$ cat src/rtl/lpc_rd_pkg.sv
package lpc_rd_pkg;

  typedef enum logic [3:0] {
    ST_IDLE, ST_CTYP, ST_ADDR, ST_TAR0, ST_TAR1,
    ST_WSYNC, ST_RSYNC, ST_DATA, ST_TEND0, ST_TEND1
  } lpc_st_e;

  localparam logic [3:0] NIB_START = 4'h0;
  localparam logic [3:0] NIB_TAR   = 4'hF;
  localparam logic [3:0] NIB_WSYNC = 4'h5;
  localparam logic [3:0] NIB_RSYNC = 4'h0;
  localparam logic [2:0] CTYP_MRD  = 3'b010;

  localparam int WIN_LSB = 26;
  localparam int SEL_BIT = 22;

endpackage

$ cat src/rtl/lpc_addr_shift.sv
module lpc_addr_shift #(
  parameter int NIB = 8,
  localparam int AW = 4 * NIB
) (
  input  logic          clk_i,
  input  logic          rst_ni,
  input  logic          shift_en_i,
  input  logic [3:0]    nib_i,
  output logic [AW-1:0] addr_o,
  output logic [AW-1:0] next_o
);

  logic [3:0] lane_q [NIB];

  for (genvar g = 0; g < NIB; g++) begin : g_lane
    always_ff @(posedge clk_i or negedge rst_ni) begin
      if (!rst_ni)         lane_q[g] <= '0;
      else if (shift_en_i) lane_q[g] <= (g == 0) ? nib_i : lane_q[(g == 0) ? 0 : g-1];
    end
    assign addr_o[4*g +: 4] = lane_q[g];
    if (g == 0) begin : g_low
      assign next_o[3:0] = nib_i;
    end else begin : g_up
      assign next_o[4*g +: 4] = lane_q[g-1];
    end
  end

endmodule

$ cat src/rtl/lpc_addr_decode.sv
module lpc_addr_decode
  import lpc_rd_pkg::*;
(
  input  logic [31:0] addr_i,
  input  logic [3:0]  strap_i,
  output logic        hit_o,
  output logic        arr_o
);

  logic       in_win;
  logic [3:0] id;

  assign in_win = &addr_i[31:WIN_LSB];
  assign id     = {addr_i[25:23], addr_i[21]};
  assign hit_o  = in_win && (id == strap_i);
  assign arr_o  = addr_i[SEL_BIT];

endmodule

$ cat src/rtl/lpc_rd_fsm.sv
module lpc_rd_fsm
  import lpc_rd_pkg::*;
#(
  parameter int ADDR_NIB = 8,
  parameter int WSYNC_N  = 2,
  localparam int CW      = $clog2(ADDR_NIB),
  localparam logic [CW-1:0] ADDR_LAST  = CW'(ADDR_NIB - 1),
  localparam logic [CW-1:0] WSYNC_LAST = CW'(WSYNC_N - 1),
  localparam logic [CW-1:0] DATA_LAST  = CW'(1)
) (
  input  logic       clk_i,
  input  logic       rst_ni,
  input  logic       lframe_ni,
  input  logic [3:0] lad_i,
  input  logic       hit_i,
  input  logic       arr_i,
  input  logic [7:0] rdata_i,
  output logic       shift_en_o,
  output logic [3:0] lad_o,
  output logic       lad_oe_o,
  output logic       arr_rd_o,
  output logic       reg_rd_o
);

  lpc_st_e       st_q, st_d;
  logic [CW-1:0] cnt_q, cnt_d;
  logic          arr_q;
  logic [7:0]    byte_q;
  logic          in_acc;

  always_comb begin
    st_d  = st_q;
    cnt_d = cnt_q;
    if (!lframe_ni) begin
      st_d  = (lad_i == NIB_START) ? ST_CTYP : ST_IDLE;
      cnt_d = '0;
    end else begin
      unique case (st_q)
        ST_IDLE:  st_d = ST_IDLE;
        ST_CTYP: begin
          st_d  = (lad_i[3:1] == CTYP_MRD) ? ST_ADDR : ST_IDLE;
          cnt_d = '0;
        end
        ST_ADDR: begin
          if (cnt_q == ADDR_LAST) begin
            st_d  = hit_i ? ST_TAR0 : ST_IDLE;
            cnt_d = '0;
          end else cnt_d = cnt_q + 1'b1;
        end
        ST_TAR0:  st_d = ST_TAR1;
        ST_TAR1: begin
          st_d  = ST_WSYNC;
          cnt_d = '0;
        end
        ST_WSYNC: begin
          if (cnt_q == WSYNC_LAST) st_d = ST_RSYNC;
          else                     cnt_d = cnt_q + 1'b1;
        end
        ST_RSYNC: begin
          st_d  = ST_DATA;
          cnt_d = '0;
        end
        ST_DATA: begin
          if (cnt_q == DATA_LAST) st_d = ST_TEND0;
          else                    cnt_d = cnt_q + 1'b1;
        end
        ST_TEND0: st_d = ST_TEND1;
        ST_TEND1: st_d = ST_IDLE;
        default:  st_d = ST_IDLE;
      endcase
    end
  end

  always_ff @(posedge clk_i or negedge rst_ni) begin
    if (!rst_ni) begin
      st_q  <= ST_IDLE;
      cnt_q <= '0;
    end else begin
      st_q  <= st_d;
      cnt_q <= cnt_d;
    end
  end

  // space select latched with the last address nibble
  always_ff @(posedge clk_i or negedge rst_ni) begin
    if (!rst_ni) arr_q <= 1'b0;
    else if (st_q == ST_ADDR && cnt_q == ADDR_LAST && lframe_ni) arr_q <= arr_i;
  end

  always_ff @(posedge clk_i or negedge rst_ni) begin
    if (!rst_ni)                byte_q <= '0;
    else if (st_q == ST_RSYNC)  byte_q <= rdata_i;
    else if (st_q == ST_DATA)   byte_q <= {4'h0, byte_q[7:4]};
  end

  assign shift_en_o = (st_q == ST_ADDR) && lframe_ni;
  assign in_acc     = (st_q == ST_TAR0) || (st_q == ST_TAR1) ||
                      (st_q == ST_WSYNC) || (st_q == ST_RSYNC);
  assign arr_rd_o   = in_acc && arr_q;
  assign reg_rd_o   = in_acc && !arr_q;

  always_comb begin
    lad_oe_o = 1'b1;
    unique case (st_q)
      ST_TAR1, ST_TEND0: lad_o = NIB_TAR;
      ST_WSYNC:          lad_o = NIB_WSYNC;
      ST_RSYNC:          lad_o = NIB_RSYNC;
      ST_DATA:           lad_o = byte_q[3:0];
      default: begin
        lad_o    = 4'h0;
        lad_oe_o = 1'b0;
      end
    endcase
  end

endmodule

$ cat src/rtl/lpc_rd_target.sv
module lpc_rd_target #(
  parameter int ADDR_NIB = 8,
  parameter int WSYNC_N  = 2,
  localparam int AW      = 4 * ADDR_NIB
) (
  input  logic          clk_i,
  input  logic          rst_ni,
  input  logic          lframe_ni,
  input  logic [3:0]    lad_i,
  output logic [3:0]    lad_o,
  output logic          lad_oe_o,
  input  logic [3:0]    strap_id_i,
  output logic [AW-1:0] acc_addr_o,
  output logic          arr_rd_o,
  output logic          reg_rd_o,
  input  logic [7:0]    arr_rdata_i,
  input  logic [7:0]    reg_rdata_i
);

  logic          shift_en;
  logic [AW-1:0] addr_next;
  logic          hit, arr_sel;
  logic [7:0]    rdata;

  lpc_addr_shift #(.NIB(ADDR_NIB)) u_shift (
    .clk_i      (clk_i),
    .rst_ni     (rst_ni),
    .shift_en_i (shift_en),
    .nib_i      (lad_i),
    .addr_o     (acc_addr_o),
    .next_o     (addr_next)
  );

  lpc_addr_decode u_dec (
    .addr_i  (addr_next[31:0]),
    .strap_i (strap_id_i),
    .hit_o   (hit),
    .arr_o   (arr_sel)
  );

  assign rdata = arr_rd_o ? arr_rdata_i : reg_rdata_i;

  lpc_rd_fsm #(.ADDR_NIB(ADDR_NIB), .WSYNC_N(WSYNC_N)) u_fsm (
    .clk_i      (clk_i),
    .rst_ni     (rst_ni),
    .lframe_ni  (lframe_ni),
    .lad_i      (lad_i),
    .hit_i      (hit),
    .arr_i      (arr_sel),
    .rdata_i    (rdata),
    .shift_en_o (shift_en),
    .lad_o      (lad_o),
    .lad_oe_o   (lad_oe_o),
    .arr_rd_o   (arr_rd_o),
    .reg_rd_o   (reg_rd_o)
  );

endmodule

$ cat config.mk
export PLATFORM = sky130hd
export DESIGN_NAME = lpc_rd_target
export DESIGN_NICKNAME = d
export VERILOG_FILES = /design/src/rtl/lpc_rd_pkg.sv /design/src/rtl/lpc_addr_shift.sv /design/src/rtl/lpc_addr_decode.sv /design/src/rtl/lpc_rd_fsm.sv /design/src/rtl/lpc_rd_target.sv
export SDC_FILE = /design/constraint.sdc
export NUM_CORES = 1
export LEC_CHECK = 0
export BUFFER_PORTS_ARGS = -buffer_cell sky130_fd_sc_hd__buf_2
export CAP_MARGIN = 10
export CORE_MARGIN = 4
export CORE_UTILIZATION = 54
export CTS_CLUSTER_SIZE = 28
export DETAILED_ROUTE_END_ITERATION = 10
export PLACE_DENSITY = 0.78
export SYNTH_ARGS = -nofsm -noshare
export SYNTH_HDL_FRONTEND = slang
export SYNTH_HIERARCHICAL = 1
export SYNTH_SLANG_ARGS = --single-unit
$ cat constraint.sdc
create_clock -name clk_i -period 2.5 [get_ports clk_i]
set_clock_uncertainty 0.1 [all_clocks]
set_input_delay 0.125 -clock clk_i [delete_from_list [all_inputs] [get_ports clk_i]]
set_output_delay 0.125 -clock clk_i [all_outputs]
set_load 0.01 [all_outputs]
==> results of run 1 <==
-- through the flow --
step                std cells  hold WS, ps  utilization
floorplan                 212       -270.6            -
global placement          326       -20.17       0.6155
detailed placement        326       -19.10       0.6155
CTS                       337        9.194       0.6511
global route              337        6.915       0.6511
finish                    337        13.39       0.6511
-- state kept, by name (all words and copies together), names as in the netlist --
| register | cells |
|---|---|
| u_shift/addr_o | 32 |
| u_fsm/byte_q | 8 |
| u_fsm/st_q | 4 |
| u_fsm/cnt_q | 3 |
| u_fsm/arr_q | 1 |
-- worst max-delay path, cell delays in order, from the launching register on --
cell and delay [ps]:
dfrtp_1 550, nor4b_2 360, and2_2 340, buf_12 260, mux2_2 360
-- worst max-delay path by stage --
stage	slack (ps)	to	cells past startpoint	startpoint
2_1_floorplan	320	u_fsm/byte_q[0]	8	u_fsm/st_q[0]
3_3_place_gp	510	u_fsm/byte_q[0]	7	u_fsm/st_q[1]
3_5_place_dp	420	u_fsm/byte_q[1]	7	u_fsm/st_q[1]
4_1_cts	430	u_fsm/byte_q[0]	7	u_fsm/st_q[1]
5_1_grt	250	u_fsm/byte_q[3]	7	u_fsm/st_q[1]
6_report	400	u_shift/addr_o[23]	4	u_fsm/st_q[2]
-- power by group through the flow --
stage               clock network, W  logic [W]  registers [W]
global placement                   0  0.0000724       0.000796
detailed placement                 0  0.0000738       0.000796
CTS                         0.000654  0.0000787       0.000781
floorplan                          0  0.0000291       0.000796
finish                      0.000640  0.0000769       0.000781
global route                0.000693  0.0000875       0.000781
-- metal layers --
metal | up-vias | GRT usage | part of all wire
met5 | - | 0 | 0
met4 | 0 | 0.05594 | 0.016
met3 | 7 | 0.04358 | 0.062
met2 | 58 | 0.2774 | 0.47
met1 | 838 | 0.2167 | 0.45
li1 | 843 | - | -
-- layout make-up --
class,instances,area (µm²)
fill,375,1659
multi-input combinational,136,1251
tap,67,83.83
sequential,48,1201
timing repair buffer,73,407.9
clock inverter,2,60.06
clock buffer,5,68.82
inverter,6,22.52
==> results.txt, run 1 <==
* Run status: finished, final reports clean
- Power spread over the standard cell area amounts to 483.8 nW/µm².
- The die covers 6149 µm².
* TritonCTS clock tree: built
- Of the total power, combinational logic draws 0.051.
- Final hold violation count: 0
- Final Cycle Share: 0.8407
- The congestion estimate from routability-driven global placement came to 0.8249.
- Total of hold buffers inserted after clock tree synthesis: 4
- The internal portion of the total power is 0.001210 W.
- Per-instance average area after synthesis: 12.63 µm²
- For hold timing, the worst endpoint is u_shift/addr_o[3].
- Shortest clock period the worst path allows after layout: 2102 ps
- Synthesized instance count: 212
* Most frequent cells in the layout: buf_2 (65), dfrtp_1 (48), mux2_4 (39)
- Net load switching power: 0.0002873 W
* Synth Net Count: 242
- DRC violation count after routing: 0
- The first global-routing pass estimated 8142 µm of wire.
- Number of nets in the layout: 300
- The die is 78.42 µm wide.
- Worst-case reg-to-reg path depth: 4
* Fraction of power consumed by sequential logic: 0.521
* Setup slack at placement: 425.0 ps
- Data arrives at the worst endpoint at 2190 ps.
- Overall global routing resource usage: 0.1685
- The share of total power dissipated in the clock network is 0.427.
- Leakage: 1.582 nW
* Average via count per standard cell: 5.181
* Number of CTS-inserted buffers: 5
- For this block, the initial DRC count from the detailed router was 110.
- Average routed wire per standard cell: 14.64 µm
- Reg-to-Reg Start: u_fsm/st_q[2]
* Core region area: 4755 µm²
- Top Ports: 66
* Leading cell type in the layout, fill and taps excluded: buf_2
* Hold wc startpoint: lad_i[3]
* I/O Buffers: 65
- Number of buffers inserted by post-CTS setup repair: 0
- Number of antenna violations at the first check in global routing: 0
* Router iterations before antenna repair: 4
- Peak supply drop: 0.0003107 V
- Ant diodes: 0
* Worst setup path class: flop to flop
- Transition time of the tightest slew-check pin: 467.3 ps
- For this block, the via count after detailed routing is 1746.
- STA classifies the critical path startpoint as a flop.
- Area of all placed cells without fillers: 3095 µm²
- Once the clock tree was built, the resizer swapped 0 gates to a different size.
- Across the run, the number of max-cap violations was 0.
- Static timing analysis puts the maximum clock frequency at 0.4758 GHz.
- Switching fraction of total power: 0.1918
* Layout cell share with drive strength beyond 1: 0.4815
- # clock sinks: 48
- In this run the clock root is driven by a clkbuf_8.
- The wire-length estimate of the detail-placed layout is 3675 µm.
- Number of max-slew violations in the final report: 0
* Height of the die: 78.42 µm
- The worst register-to-register path ends at u_shift/addr_o[23].
* Setup crit end kind: flop
* Clock Latency Late Sink: 300 ps
* Class of the most critical hold timing path: primary input to flop
* Total negative setup slack: 0 ps
- Placed instance area: 2927 µm²
- Final global-route overflow total: 0
* Relative max-transition margin: 0.6885
* Final Worst Setup Slack: 398.2 ps
* Std cell rows: 25
* Total Power: 0.001498 W
* Number of warnings issued by yosys: 6
- Setup repair after global routing left no endpoint under its margin.
- Netlist area before placement: 2678 µm²
- Depth of the CTS H-tree: 2
- For flop-to-flop paths, the worst setup slack is 400 ps.
- Entering global routing, the biggest net connects 31 pins.
- Clock-pin slew reported for the worst setup and hold paths after clock tree synthesis: 90 ps
* Number of stages on the worst hold path: 2
- The via count of the first global-routing pass is 1705.
- Counting along the longest clock path gives a buffer depth of 2.
- Routed wire length: 4933 µm
* Final setup violating endpoints: 0
- Critical path data required time: 2590 ps
* Number of nets with antenna violations after detailed routing: 0
- Effective utilization at floorplan: 0.5632
- Synthesis-to-layout area growth: 15.61%
* Largest fanout on the critical path: 27
Note: power is estimated with default switching activity, not from simulation.
==> run 2, diff against run 1 <==
Settings changed: ABC_AREA set to 1, CORE_UTILIZATION 54 to 49, PLACE_DENSITY 0.78 to 0.75.
Clock period 2.5 ns to 1.7 ns, I/O delays scaled along.
==> run 2 against run 1 <==
Critical path depth up 3. Hold slack worse by 9.5 ps. Final cell count up 47%. Flip-flop and latch count unchanged. Synthesized cell count up 67%. Total power up 49%. Die area up 7.0%. Largest power group unchanged. Sequential share of layout area down 0.89 points. Area after synthesis down 2.1%. Cell area up 2.7%. Sequential power up 52%.
==> results.txt, run 2 <==
- The flow ran to the end, and the final reports show no timing, DRC or antenna violations.
* Horizontal extent of the die: 81.12 µm (+3.4%)
* Peak supply drop: 0.0003507 V (+13%)
* Critical path data required time: 1510 ps (-1080 ps)
* FMAX: 0.6027 GHz
- Effective utilization at floorplan: 0.5097 (-0.05342)
* Synth Net Count: 383 (+58%)
- The number of warnings reported in the yosys synthesis log is 6 (unchanged).
- The netlist area before placement was 2620 µm² (-2.1%).
- Area taken by multi-input logic gates: 1116 µm² (-11%)
- The via count of the first global-routing pass came to 2256 (+32%).
* Hold wc startpoint: arr_rdata_i[6]
- Largest stage delay, worst path: 450 ps (-100 ps)
- Overall global routing resource usage: 0.2019 (+0.03346)
* Routed wire length: 6000 µm (+22%)
* Number of stages on the worst hold path: 5 (+3)
* Reg-to-Reg Start: u_fsm/st_q[1]
- The final global-route overflow total is 0 (unchanged).
- The biggest fanout along the worst timing path was 6 (-78%).
- TritonCTS built the clock tree.
- Average routed wire per standard cell: 12.12 µm (-17%)
- The minimum setup slack after placement came to 57.58 ps (-367.4 ps).
- Unrepaired setup endpoints after global routing: true
* Worst path bufs/invs: 4 (+3)
* Ant diodes: 0 (unchanged)
- The total power density per cell area came to 701.9 nW/µm² (+45%).
* Filler Cells Inserted: 492 (+31%)
- The maximum number of buffers from clock root to sink came to 2 (unchanged).
* Via total after detailed routing: 2401 (+38%)
- Leaving out fill and tap cells, the most frequent cell in the layout is nand2_1.
* Number of antenna violations at the first check in global routing: 0 (unchanged)
* Number of nets in the layout: 454 (+51%)
- Std cell rows: 26 (+4.0%)
- The total clock sinks came to 48 (unchanged).
- The wire length of the first global-routing pass was 10390 µm (+28%).
- Number of CTS-inserted buffers: 5 (unchanged)
* Final Cycle Share: 0.9760
* Average via count per standard cell: 4.851 (-6.4%)
- Worst-case reg-to-reg path depth: 8 (+4)
- In this run the worst hold path is classified as primary input to flop.
- Final setup violating endpoints: 0 (unchanged)
- Max reg flops: 32 (unchanged)
- Family with the most delay on the worst path: buffers and inverters
* Sequential Area: 1205 µm² (+0.31%)
- Crit start category: flop
* Depth of the CTS H-tree: 2 (unchanged)
* Top Ports: 66 (unchanged)
- The average size of a mapped cell came to 7.422 µm² (-41%).
- Slowest cell on the critical path: dfrtp_2
- The worst register-to-register path ends at u_shift/addr_o[7].
* Number of nets with antenna violations after detailed routing: 0 (unchanged)
- Reg2Reg Setup Slack: 100 ps (-300 ps)
- The starting DRC count in detailed routing was 166 (+51%).
* Transition time of the tightest slew-check pin: 351.9 ps (-115.4 ps)
- Detailed placer's ending HPWL: 4336 µm (+18%)
- Count of maximum capacitance violations: 0 (unchanged)
- Router iterations before antenna repair: 4 (unchanged)
* Final Worst Setup Slack: 40.75 ps (-357.4 ps)
- DRC violation count after routing: 0 (unchanged)
- The final sum of negative setup slack came to 0 ps (unchanged).
* Endpoint with the worst hold slack: u_fsm/byte_q[6]
- The data arrival time of the critical path was 1470 ps (-720 ps).
* Core region area: 5140 µm² (+8.1%)
* Most frequent cell on the critical path: buf_4
- The worst path in the final design needs a cycle of 1659 ps, including I/O delays and setup.
- The number of max-slew violations in the final report was 0 (unchanged).
- Root buffer selected by CTS: clkbuf_8
- The critical path is of the flop to primary output type.
* Layout cell share with drive strength beyond 1: 0.2753 (-0.2062)
- Leakage: 1.923 nW (+22%)
- The count of input and output buffers came to 65 (unchanged).
- The share of the core filled with cells in the final layout was 0.6183 (-0.03275).
- Height of the die: 81.12 µm (+3.4%)
- Gpl congestion: 0.9470 (+15%)
- The clock latency on the worst-skew pair was 300 ps (about the same).
- The maximum number of pins on one net before global-route repair was 33 (+6.5%).
- Final hold violation count: 0 (unchanged)
- Cell Chain, Critical Path: inv_2 -> nor2_2 -> buf_4 -> buf_4 -> a21oi_2 -> nand2_1 -> buf_2
- The cell count after synthesis was 353 (+67%).
* Setup crit end kind: primary output
- The headroom to the max-slew limit was 0.7629 (+0.07446).
* Most frequent cells in the layout: nand2_1 (177), buf_2 (65), dfrtp_1 (45)
* Clock-pin slew reported for the worst setup and hold paths after clock tree synthesis: 90 ps (about the same)
- Synthesis-to-layout area growth: 21.30%
- Die area: 6580 µm² (+7.0%)
==> run 2: changes by cell type in the layout (fill, tap and decap cells not counted), sizes merged, moves of 4 or more <==
cell / change
buf: +7
nand3: +12
mux2i: -6
o21ai: -10
dlygate4sd3: +6
mux2: -41
nor2: +18
xnor2: -4
nand2: +169
inv: +26
nor3: -4
==> run 2: worst max-delay path by stage <==
| stage | end | from | depth (start not counted) | slack [ps] |
|---|---|---|---|---|
| floorplan | u_fsm/byte_q[5] | u_fsm/st_q[2] | 12 | 30 |
| global placement | u_shift/addr_o[20] | u_fsm/st_q[2] | 7 | 110 |
| detailed placement | u_fsm/byte_q[5] | u_fsm/st_q[2] | 9 | 60 |
| CTS | lad_o[0] | u_fsm/st_q[2] | 8 | 10 |
| global route | lad_o[2] | u_fsm/st_q[2] | 7 | -30 |
| finish | lad_o[0] | u_fsm/st_q[2] | 7 | 40 |
==> run 2: per-stage QoR <==
step / hold WS [ps] / cells / cell area, µm² / power (W)
finish: 3.896 / 495 / 3178 / 0.002231
global route: 11.48 / 495 / 3178 / 0.002338
CTS: 0.3989 / 492 / 3129 / 0.002254
detailed placement: -223.8 / 474 / 2902 / 0.001368
global placement: -223.6 / 474 / 2902 / 0.001364
floorplan: -310.6 / 353 / 2628 / 0.001278
==> run 2: cell type report <==
type                    instances  share of cell area
repair buffers                 86              0.1638
multi-input cells             251              0.3512
well taps                      70             0.02756
flip-flops and latches         48              0.3791
inverters                      32             0.04016
clock buffers                   6             0.02598
clock inverters                 2             0.01220
==> run 2: per-layer routing <==
layer  share of wire  track usage  wire length, µm
met4          0.0070      0.05068               42
met3           0.067      0.03659              402
met1            0.43       0.2753             2599
met5               0            0                0
met2            0.49       0.3333             2956
==> run 2: tightest hold or removal path, cell delays in order <==
cell and delay, ps:
buf_2 80, nand2_1 40, nand2_1 60, nand2_1 40, o21ai_0 50
==> run 2: power breakdown <==
group	internal, W	total [W]	switching [W]
Clock	0.000481	0.000868	0.000387
Combinational	0.0000813	0.000177	0.0000953
Sequential	0.00116	0.00119	0.0000222
Total	0.00173	0.00223	0.000504
==> run 2: repair_timing <==
action                                  in CTS  in global routing
gates resized for setup                      2                 11
endpoints found under the setup margin       2                 31
endpoints found under the hold margin       56                  0
hold buffers                                10                  0
buffers inserted                             0                  3
==> run 3, diff against run 2 <==
Settings changed: CELL_PAD_IN_SITES_DETAIL_PLACEMENT set to 2, CELL_PAD_IN_SITES_GLOBAL_PLACEMENT set to 2, CORE_UTILIZATION 49 to 27, GPL_ROUTABILITY_DRIVEN set to 1, PLACE_DENSITY 0.75 to 0.74.
==> run 3 against run 2 <==
The flow now finishes with violations (hold timing). Global-route usage decreased by 4.7 points. Largest power group unchanged. Register-to-register slack got worse by 60 ps. Via count up 6.7%.
==> results.txt, run 3 (synthesis gave the netlist of run 2 again) <==
* Final setup violating endpoints: 0 (unchanged)
- FMAX: 0.5930 GHz (-1.6%)
- Cell area power density: 656.1 nW/µm² (-6.5%)
- Violations in the final reports: hold timing
- The number of max-slew violations in the final report was 0 (unchanged).
- On the critical path, the stage with the largest delay is an instance of dfrtp_2.
- Number of stages on the worst hold path: 5 (unchanged)
- Cell Chain, Critical Path: buf_6 -> nor2_4 -> nand2_4 -> nand2_4 -> a21oi_4 -> nand2_1 -> buf_2
* Router iterations before antenna repair: 4 (unchanged)
- Max reg flops: 32 (unchanged)
- Most frequent cell on the critical path: nand2_4
* Average routed wire per standard cell: 15.66 µm (+29%)
- # clock sinks: 48 (unchanged)
- The post-layout minimum cycle time is 1686 ps (+27.14 ps).
- The final wirelength was 8927 µm (+49%).
* Std cell rows: 35 (+35%)
- The clock latency on the worst-skew pair was 310 ps (about the same).
- Final hold violation count: 1 (+1)
* Most frequent cells in the layout: nand2_1 (168), buf_2 (64), dfrtp_1 (42)
* I/O Buffers: 65 (unchanged)
- The remaining design rule violation count came to 0 (unchanged).
- The number of buffer and inverter instances along the worst setup path was 2 (-2).
- Total Power: 0.002300 W (+3.1%)
- Worst setup path class: flop to primary output
* Critical Path AT: 1500 ps (+30 ps)
- The post-route fraction of the period consumed by the critical path is 0.9920 (+0.01597).
- Worst Hold Slack: -8.588 ps (-12.48 ps)
- The headroom to the max-slew limit came to 0.5740 (-0.1889).
- The total number of nets in the final design was 470 (+3.5%).
* Transition time of the tightest slew-check pin: 639.0 ps (+287.1 ps)
- Worst-case reg-to-reg path depth: 8 (unchanged)
- The global routing usage on met2 is 0.2810 (-0.05234).
- Largest fanout on the critical path: 4 (-2)
- Top Ports: 66 (unchanged)
* Depth of the CTS H-tree: 2 (unchanged)
- Largest stage delay, worst path: 480 ps (+30 ps)
* Setup crit end kind: primary output
- Via total after detailed routing: 2562 (+6.7%)
* Core region area: 9328 µm² (+81%)
- The number of buffers created by CTS was 5 (unchanged).
- Average via count per standard cell: 4.495 (-7.3%)
* Final core utilization: 0.3759 (-0.2425)
- Number of antenna violations at the first check in global routing: 0 (unchanged)
* Crit start category: flop
- The area growth from synthesis to layout is 33.81%.
* Class of the most critical hold timing path: primary input to flop
* Layout cell share with drive strength beyond 1: 0.3469 (+0.07164)
* Run status: finished, violations left
* Leakage: 2.038 nW (+6.0%)
- The height of the chip came to 106.5 µm (+31%).
- The worst supply voltage drop on vdd is 0.0003312 V (-5.5%).
- Initial DRC Count: 53 (-68%)
* Ant diodes: 0 (unchanged)
* Critical path data required time: 1510 ps (about the same)
- Via count of the first global-routing pass: 2843 (+26%)
- Gpl congestion: 0.8084 (-15%)
- Wire length of the first global-routing pass: 14120 µm (+36%)
- Die area: 11340 µm² (+72%)
- Met1 usage in global routing: 0.1955 (-0.07980)
- The x dimension of the die was 106.5 µm (+31%).
- Maximum buffer depth of the clock tree: 2 (unchanged)
* Effective utilization at floorplan: 0.2809 (-0.2289)
* Detailed placer's ending HPWL: 6011 µm (+39%)
- Leaving out fill and tap cells, the most frequent cell in the layout is nand2_1.
- Number of nets with antenna violations after detailed routing: 0 (unchanged)
- Pin count of the biggest net entering global routing: 49 (+48%)
- Overall global routing resource usage: 0.1553 (-0.04660)
* Count of maximum capacitance violations: 0 (unchanged)
* Area of all placed cells without fillers: 3506 µm² (+10%)
- TritonCTS built the clock tree.
- Grouping stages by cell kind, the critical path spends the most delay in flip-flops.
- The clock-pin slew on the worst setup and hold paths was 100 ps (about the same).
* Placed instance area: 2983 µm² (+2.8%)
- Setup repair after global routing could not meet its margin everywhere.
* Layer with the highest usage after global routing: met2
* CP Depth: 7 (unchanged)
* Root buffer selected by CTS: clkbuf_8
* Met3 Resource Use GR: 0.02186 (-0.01473)
- The final global-route overflow total was 0 (unchanged).
==> run 3: repair_timing <==
action	4_1_cts	5_1_grt
hold buffers	10	0
setup buffers	7	10
gates resized for setup	21	28
cloned	1	0
setup endpoints to repair	7	53
endpoints found under the hold margin	55	0
pin swaps	2	6
==> run 3: per-layer routing <==
| layer | vias up | routed length, µm |
|---|---|---|
| li1 | 1228 | - |
| met1 | 1281 | 3860 |
| met2 | 43 | 4669 |
| met3 | 10 | 292 |
| met4 | 0 | 104 |
| met5 | - | 0 |
==> run 3: worst paths after layout <==
kind                               startpoint            endpoint  slack [ps]
max                             u_fsm/st_q[0]            lad_o[2]          10
max in group asynchronous              rst_ni       u_fsm/st_q[2]         720
max reg2reg                     u_fsm/st_q[0]      u_fsm/cnt_q[2]          40
min                            reg_rdata_i[0]     u_fsm/byte_q[0]          -9
min in group asynchronous              rst_ni   u_shift/addr_o[2]         310
min reg2reg                u_shift/addr_o[31]  u_shift/addr_o[31]         390
==> run 3: metrics by stage <==
stage,TNS (ps),cells,setup slack (ps)
global route,-472.6,570,-62.74
finish,0,570,13.61
floorplan,0,353,27.71
global placement,0,534,64.59
CTS,-15.28,560,-15.28
detailed placement,0,534,8.614
==> run 3: power breakdown <==
part | internal (W) | switching (W) | total [W]
sequential | 0.00116 | 0.0000230 | 0.00119
clock | 0.000482 | 0.000442 | 0.000924
combinational | 0.0000828 | 0.000107 | 0.000189
==> run 3: worst register-to-register path, delay by kind of cell (launching register included) <==
kind,cells,cell delay [ps]
DFF,1,460
buffers and inverters,1,140
and+or+nand+nor,7,910
==> run 3: layout make-up <==
cell class / count / area, µm²
tap: 129 / 161.4
inverter: 32 / 127.6
multi-input combinational: 251 / 1197
sequential: 48 / 1209
fill: 1099 / 5822
clock inverter: 2 / 38.79
clock buffer: 6 / 82.58
timing repair buffer: 102 / 689.4
